==> src/rtl/tbm_pkg.sv <==
// Package: shared state encodings for the pipelined two-phase bus master.
// Assumes: nothing beyond the types declared here.
package tbm_pkg;

    // Address phase engine states.
    typedef enum logic [1:0] {
        ADDR_IDLE    = 2'd0,
        ADDR_REQ     = 2'd1,
        ADDR_RELEASE = 2'd2
    } addr_phase_e;

    // Data phase engine states.
    typedef enum logic [1:0] {
        DATA_IDLE    = 2'd0,
        DATA_WAIT_HI = 2'd1,
        DATA_WAIT_LO = 2'd2
    } data_phase_e;

endpackage

==> src/rtl/tbm_addr_stage.sv <==
// Module: address phase engine. It accepts one command at a time, runs the
// request/acknowledge handshake, and pushes the transfer into the pending
// queue once the acknowledge has fallen again.
// Assumes: the queue's full flag covers every push (only this stage pushes,
// and it accepts a command only while the queue has room).
module tbm_addr_stage
    import tbm_pkg::*;
#(
    parameter int ADDR_W = 8,
    parameter int DATA_W = 8
) (
    input  logic              clk,
    input  logic              rst_n,
    input  logic              cmd_valid,
    input  logic              cmd_write,
    input  logic [ADDR_W-1:0] cmd_addr,
    input  logic [DATA_W-1:0] cmd_wdata,
    output logic              cmd_ready,
    input  logic              q_full,
    output logic              bus_dir,
    output logic [ADDR_W-1:0] bus_addr,
    output logic              bus_addr_req,
    input  logic              bus_addr_ack,
    output logic              push,
    output logic              push_write,
    output logic [DATA_W-1:0] push_wdata
);

    addr_phase_e       state_q;
    logic              write_q;
    logic [ADDR_W-1:0] addr_q;
    logic [DATA_W-1:0] wdata_q;
    logic              accept;

    // Accept only when idle and there is room for the transfer later on.
    assign cmd_ready = (state_q == ADDR_IDLE) && !q_full;
    assign accept    = cmd_valid && cmd_ready;

    // Four-edge handshake sequencing for the address phase.
    always_ff @(posedge clk) begin
        if (!rst_n) begin
            state_q <= ADDR_IDLE;
        end else begin
            unique case (state_q)
                ADDR_IDLE:    if (accept)        state_q <= ADDR_REQ;
                ADDR_REQ:     if (bus_addr_ack)  state_q <= ADDR_RELEASE;
                ADDR_RELEASE: if (!bus_addr_ack) state_q <= ADDR_IDLE;
                default:                         state_q <= ADDR_IDLE;
            endcase
        end
    end

    // Capture the accepted command; held for the whole transfer.
    always_ff @(posedge clk) begin
        if (!rst_n) begin
            write_q <= 1'b0;
            addr_q  <= '0;
            wdata_q <= '0;
        end else if (accept) begin
            write_q <= cmd_write;
            addr_q  <= cmd_addr;
            wdata_q <= cmd_wdata;
        end
    end

    assign bus_addr_req = (state_q == ADDR_REQ);
    assign bus_addr     = addr_q;
    assign bus_dir      = write_q;

    // Hand the transfer to the data side when the acknowledge has dropped.
    assign push       = (state_q == ADDR_RELEASE) && !bus_addr_ack;
    assign push_write = write_q;
    assign push_wdata = wdata_q;

endmodule

==> src/rtl/tbm_order_queue.sv <==
// Module: first-in first-out queue of transfers whose address phase is done
// and whose data phase has not started yet.
// Assumes: push is never raised while full, and pop is never raised while empty.
module tbm_order_queue #(
    parameter int WIDTH = 9,
    parameter int DEPTH = 2
) (
    input  logic             clk,
    input  logic             rst_n,
    input  logic             push,
    input  logic [WIDTH-1:0] push_data,
    input  logic             pop,
    output logic [WIDTH-1:0] head_data,
    output logic             full,
    output logic             empty
);

    localparam int PTR_W = (DEPTH > 1) ? $clog2(DEPTH) : 1;
    localparam int CNT_W = $clog2(DEPTH + 1);

    logic [WIDTH-1:0] slot_q [DEPTH];
    logic [DEPTH-1:0] slot_we;
    logic [PTR_W-1:0] wr_ptr_q;
    logic [PTR_W-1:0] rd_ptr_q;
    logic [CNT_W-1:0] count_q;

    // One write enable per slot, selected by the write pointer.
    for (genvar i = 0; i < DEPTH; i++) begin : g_slot_we
        assign slot_we[i] = push && (wr_ptr_q == PTR_W'(i));
    end

    // Slot storage.
    always_ff @(posedge clk) begin
        for (int i = 0; i < DEPTH; i++) begin
            if (slot_we[i]) slot_q[i] <= push_data;
        end
    end

    // Pointer and occupancy tracking.
    always_ff @(posedge clk) begin
        if (!rst_n) begin
            wr_ptr_q <= '0;
            rd_ptr_q <= '0;
            count_q  <= '0;
        end else begin
            if (push) wr_ptr_q <= (wr_ptr_q == PTR_W'(DEPTH - 1)) ? '0 : wr_ptr_q + 1'b1;
            if (pop)  rd_ptr_q <= (rd_ptr_q == PTR_W'(DEPTH - 1)) ? '0 : rd_ptr_q + 1'b1;
            unique case ({push, pop})
                2'b10:   count_q <= count_q + CNT_W'(1);
                2'b01:   count_q <= count_q - CNT_W'(1);
                default: count_q <= count_q;
            endcase
        end
    end

    assign head_data = slot_q[rd_ptr_q];
    assign full      = (count_q == CNT_W'(DEPTH));
    assign empty     = (count_q == '0);

endmodule

==> src/rtl/tbm_data_stage.sv <==
// Module: data phase engine. It takes the oldest pending transfer, drives
// write data or captures read data around the data-ready strobe, and emits
// a one-cycle response for reads once the strobe has fallen.
// Assumes: the target raises data-ready only for a transfer whose address
// phase has finished, and keeps it high until the stage has seen it.
module tbm_data_stage
    import tbm_pkg::*;
#(
    parameter int DATA_W = 8
) (
    input  logic              clk,
    input  logic              rst_n,
    input  logic              q_empty,
    input  logic              head_write,
    input  logic [DATA_W-1:0] head_wdata,
    output logic              pop,
    input  logic              bus_data_rdy,
    input  logic [DATA_W-1:0] bus_rdata,
    output logic [DATA_W-1:0] bus_wdata,
    output logic              bus_data_oe,
    output logic              rsp_valid,
    output logic [DATA_W-1:0] rsp_data
);

    data_phase_e       state_q;
    logic              cur_write_q;
    logic [DATA_W-1:0] cur_wdata_q;
    logic [DATA_W-1:0] rdata_q;
    logic              rsp_q;
    logic              finish;

    assign pop    = (state_q == DATA_IDLE) && !q_empty;
    assign finish = (state_q == DATA_WAIT_LO) && !bus_data_rdy;

    // Data phase sequencing: wait for the strobe to rise, then to fall.
    always_ff @(posedge clk) begin
        if (!rst_n) begin
            state_q <= DATA_IDLE;
        end else begin
            unique case (state_q)
                DATA_IDLE:    if (!q_empty)     state_q <= DATA_WAIT_HI;
                DATA_WAIT_HI: if (bus_data_rdy) state_q <= DATA_WAIT_LO;
                DATA_WAIT_LO: if (!bus_data_rdy) state_q <= DATA_IDLE;
                default:                        state_q <= DATA_IDLE;
            endcase
        end
    end

    // Load the transfer being served from the queue head.
    always_ff @(posedge clk) begin
        if (!rst_n) begin
            cur_write_q <= 1'b0;
            cur_wdata_q <= '0;
        end else if (pop) begin
            cur_write_q <= head_write;
            cur_wdata_q <= head_wdata;
        end
    end

    // Sample read data on the edge that first sees data-ready high.
    always_ff @(posedge clk) begin
        if (!rst_n) begin
            rdata_q <= '0;
        end else if ((state_q == DATA_WAIT_HI) && bus_data_rdy && !cur_write_q) begin
            rdata_q <= bus_rdata;
        end
    end

    // One-cycle response strobe for reads after the strobe has fallen.
    always_ff @(posedge clk) begin
        if (!rst_n) rsp_q <= 1'b0;
        else        rsp_q <= finish && !cur_write_q;
    end

    assign bus_data_oe = (state_q != DATA_IDLE) && cur_write_q;
    assign bus_wdata   = cur_wdata_q;
    assign rsp_valid   = rsp_q;
    assign rsp_data    = rdata_q;

endmodule

==> src/rtl/twophase_bus_master.sv <==
// Module: top of the pipelined two-phase bus master. It links the address
// engine, the in-order pending queue and the data engine, so one transfer's
// address phase can overlap another transfer's data phase.
// Assumes: a single target that completes data phases in address order.
module twophase_bus_master #(
    parameter int ADDR_W      = 8,
    parameter int DATA_W      = 8,
    parameter int QUEUE_DEPTH = 2
) (
    input  logic              clk,
    input  logic              rst_n,
    input  logic              cmd_valid,
    output logic              cmd_ready,
    input  logic              cmd_write,
    input  logic [ADDR_W-1:0] cmd_addr,
    input  logic [DATA_W-1:0] cmd_wdata,
    output logic              rsp_valid,
    output logic [DATA_W-1:0] rsp_data,
    output logic              bus_dir,
    output logic [ADDR_W-1:0] bus_addr,
    output logic              bus_addr_req,
    input  logic              bus_addr_ack,
    input  logic              bus_data_rdy,
    input  logic [DATA_W-1:0] bus_rdata,
    output logic [DATA_W-1:0] bus_wdata,
    output logic              bus_data_oe
);

    localparam int ENTRY_W = 1 + DATA_W;

    logic               q_full;
    logic               q_empty;
    logic               q_push;
    logic               q_pop;
    logic               push_write;
    logic [DATA_W-1:0]  push_wdata;
    logic [ENTRY_W-1:0] head_entry;

    // Address phase stage.
    tbm_addr_stage #(
        .ADDR_W (ADDR_W),
        .DATA_W (DATA_W)
    ) u_addr (
        .clk          (clk),
        .rst_n        (rst_n),
        .cmd_valid    (cmd_valid),
        .cmd_write    (cmd_write),
        .cmd_addr     (cmd_addr),
        .cmd_wdata    (cmd_wdata),
        .cmd_ready    (cmd_ready),
        .q_full       (q_full),
        .bus_dir      (bus_dir),
        .bus_addr     (bus_addr),
        .bus_addr_req (bus_addr_req),
        .bus_addr_ack (bus_addr_ack),
        .push         (q_push),
        .push_write   (push_write),
        .push_wdata   (push_wdata)
    );

    // Pending transfers between the stages.
    tbm_order_queue #(
        .WIDTH (ENTRY_W),
        .DEPTH (QUEUE_DEPTH)
    ) u_queue (
        .clk       (clk),
        .rst_n     (rst_n),
        .push      (q_push),
        .push_data ({push_write, push_wdata}),
        .pop       (q_pop),
        .head_data (head_entry),
        .full      (q_full),
        .empty     (q_empty)
    );

    // Data phase stage.
    tbm_data_stage #(
        .DATA_W (DATA_W)
    ) u_data (
        .clk          (clk),
        .rst_n        (rst_n),
        .q_empty      (q_empty),
        .head_write   (head_entry[ENTRY_W-1]),
        .head_wdata   (head_entry[DATA_W-1:0]),
        .pop          (q_pop),
        .bus_data_rdy (bus_data_rdy),
        .bus_rdata    (bus_rdata),
        .bus_wdata    (bus_wdata),
        .bus_data_oe  (bus_data_oe),
        .rsp_valid    (rsp_valid),
        .rsp_data     (rsp_data)
    );

endmodule

==> config.mk <==
export PLATFORM = sky130hd
export DESIGN_NAME = twophase_bus_master
export DESIGN_NICKNAME = d
export VERILOG_FILES = /design/src/rtl/tbm_pkg.sv /design/src/rtl/tbm_addr_stage.sv /design/src/rtl/tbm_order_queue.sv /design/src/rtl/tbm_data_stage.sv /design/src/rtl/twophase_bus_master.sv
export SDC_FILE = /design/constraint.sdc
export NUM_CORES = 1
export LEC_CHECK = 0
export ABC_AREA = 1
export CORE_MARGIN = 3
export CORE_UTILIZATION = 50
export CTS_CLUSTER_DIAMETER = 40
export DETAILED_ROUTE_END_ITERATION = 16
export GPL_TIMING_DRIVEN = 0
export PLACE_DENSITY = 0.77
export SKIP_LAST_GASP = 1
export SYNTH_ARGS = -nofsm -noshare
export SYNTH_HDL_FRONTEND = slang
export SYNTH_SLANG_ARGS = --single-unit
==> constraint.sdc <==
create_clock -name clk -period 2.4 [get_ports clk]
set_clock_uncertainty 0.2 [all_clocks]
set_input_delay 0.36 -clock clk [delete_from_list [all_inputs] [get_ports clk]]
set_output_delay 0.36 -clock clk [all_outputs]
set_load 0.01 [all_outputs]
==> qor.csv <==
metric,value,unit
Mean Syn Cell Area,7.606,sq um
register area share after synthesis,53.87,%
CTS Sinks,61,
layout cells sized above 1,7.470,%
DRT Pass-1 Iters,4,
CTS H-tree lvls,3,
fin nets,441,
Setup CP Type,reg2out,
LEAKAGE,0.001658,uW
Die W,78.13,um
Worst EP arrival,1.71,ns
drt wl/cell,10.63,um
Initial Utilization,53.31,%
Synth Register Bits,61,
TritonCTS clock tree,done,
minimum clock period,2.271,ns
WL final,5124,um
initial antenna violation count,0,
Worst EP required,1.84,ns
core area,4880,sq um
"most common cell after layout, fill and taps aside",inv_1,
Max VDD drop,0.4307,mV
reg2reg path depth,8,
"Setup violations, final",0,
relative slew slack,46.56,%
mapped cell area,2601,sq um
DP Wirelength,3522,um
number of global-route vias before repair,2142,
fmax,440.3,MHz
Final GP Congestion,0.7176,
Crit Path Max Fanout,10,
run status,"finished, final reports clean",
"Slew Viols, Final",0,
"CTS clk-pin slew, worst paths",0.06,ns
n_diodes,0,
CTS buffer count,9,
Die Y-Extent,78.13,um
hold depth,3,
Yosys warnings,0,
worst slew pin tran,0.7986,ns
clk_lat worst skew,0.33,ns
TNS Setup,0,ns
Ports,59,
Rows,25,
Area Growth Syn to Fin,34.92,%
period utilisation layout,94.63,%
DRC,0,
Syn Nets,373,
Hold Path Class,in2reg,
Starting DRT DRC Count,146,
Synth Instances,342,
Util after Layout,71.92,%
vias,2173,
startpoint types,flop,
Total GRT Usage,18.72,%
count of final hold-check violations,0,
Yosys cell types,24,
Die Area,6104,sq um
"commonest non-fill, non-tap cells in the layout","inv_1 (78), nand2_1 (72), nor2_1 (61)",
root buf cell,clkbuf_8,
GR Overflow Total,0,
PD cells,998.7,nW/um^2
Post-DRT Antenna Nets,0,
largest net degree at the start of global routing,12,
Worst Setup End Kind,primary output,
RSZ-0062 raised after global routing,false,
first-pass GRT wire length,8935,um
Vias/cell,4.508,
Max clock buf depth,2,
port buffer count,56,
MaxCap Viol Count,0,
-- metrics by stage --
stage | worst slack, ns | area, sq um | std cells | hold slack [ns] | power (uW)
floorplan | 0.6051 | 2601 | 342 | 0.2256 | 1998
global placement | 0.1531 | 3246 | 465 | 0.2340 | 2373
detailed placement | 0.1410 | 3246 | 465 | 0.2378 | 2395
CTS | 0.04882 | 3508 | 482 | 0.2165 | 3534
global route | 0.01994 | 3510 | 482 | 0.2361 | 3751
finish | 0.1288 | 3510 | 482 | 0.2238 | 3505
-- synth_stat cells --
library cell / n / share of area [%]
o21ai_0: 17 / 3.3
a21oi_1: 6 / 1.2
nand3b_1: 2 / 0.58
nor2_1: 61 / 8.8
inv_2: 2 / 0.29
nand2_2: 1 / 0.24
nor3_1: 1 / 0.19
nor2_4: 1 / 0.43
buf_1: 3 / 0.43
nand3_4: 1 / 0.67
nand4_1: 17 / 4.1
inv_1: 78 / 11
dfxtp_1: 43 / 33
edfxtp_1: 18 / 21
xor2_1: 1 / 0.34
and2_1: 1 / 0.24
nand3_1: 4 / 0.77
clkbuf_1: 3 / 0.43
buf_6: 1 / 0.43
or2_1: 1 / 0.24
buf_2: 6 / 1.2
or2_2: 1 / 0.24
nand2_1: 72 / 10
ha_1: 1 / 0.48
-- cell families (layout without fill, tap and decap cells) --
kind of cell	after synthesis	in the layout	share of synthesized area, %
and+or+nand+nor	163	163	26.89
buffers and inverters	93	166	14.00
xor gates and xnor gates	1	1	0.3368
adders and majority gates	1	1	0.4809
DFF	61	61	53.87
AOI/OAI and AO/OA	23	23	4.425
-- final cells by class --
type / instances / area (sq um)
clock inverter: 6 / 110.1
fill: 391 / 1370
buffer: 13 / 66.31
tap: 67 / 83.83
timing repair buffer: 57 / 568.0
multi-input combinational: 188 / 840.8
clock buffer: 10 / 137.6
inverter: 80 / 300.3
sequential: 61 / 1403
-- path summary, 6_finish.rpt --
check	from	to	slack, ns
setup / recovery	u_queue.count_q[0]	cmd_ready	0.13
hold reg to reg	u_addr.push_wdata[1]	u_queue.slot_q[0][1]	0.26
setup reg to reg	u_queue.count_q[1]	u_queue.count_q[1]	0.46
hold / removal	rst_n	u_data.rsp_data[6]	0.22
-- per-layer routing --
metal	part of all wire, %	vias to the layer above	track usage, %
met5	0	-	0
met4	1.4	0	6.993
met3	5.6	7	6.881
met2	47	64	31.93
met1	46	931	21.40
li1	-	1171	-
-- registers in the layout, indices dropped and copies added (netlist names) --
register            cells
u_addr.bus_addr         8
u_data.state_q          2
u_addr.state_q          2
u_queue.slot_q         18
u_data.bus_wdata        8
u_addr.bus_dir          1
u_queue.count_q         2
u_data.cur_write_q      1
u_queue.rd_ptr_q        1
u_data.rsp_valid        1
u_queue.wr_ptr_q        1
u_data.rsp_data         8
u_addr.push_wdata       8
-- critical path, stage by stage, from the launching register on --
cell and delay, ns:
dfxtp_2 0.37, inv_2 0.05, nand2_4 0.12, buf_4 0.18, and2_1 0.13, clkdlybuf4s50_1 0.53
-- where the power goes --
part	internal, uW	switching (uW)	total, uW
combinational	488	562	1050
sequential	1240	103	1340
clock	716	395	1110
-- what timing repair did --
action                                  4_1_cts  5_1_grt
resized for setup                             2        1
endpoints found under the setup margin        1        1
hold buffers                                  0        0
buffers inserted                              1        0
pin swaps                                     1        0
(Power assumes the default switching activity.)
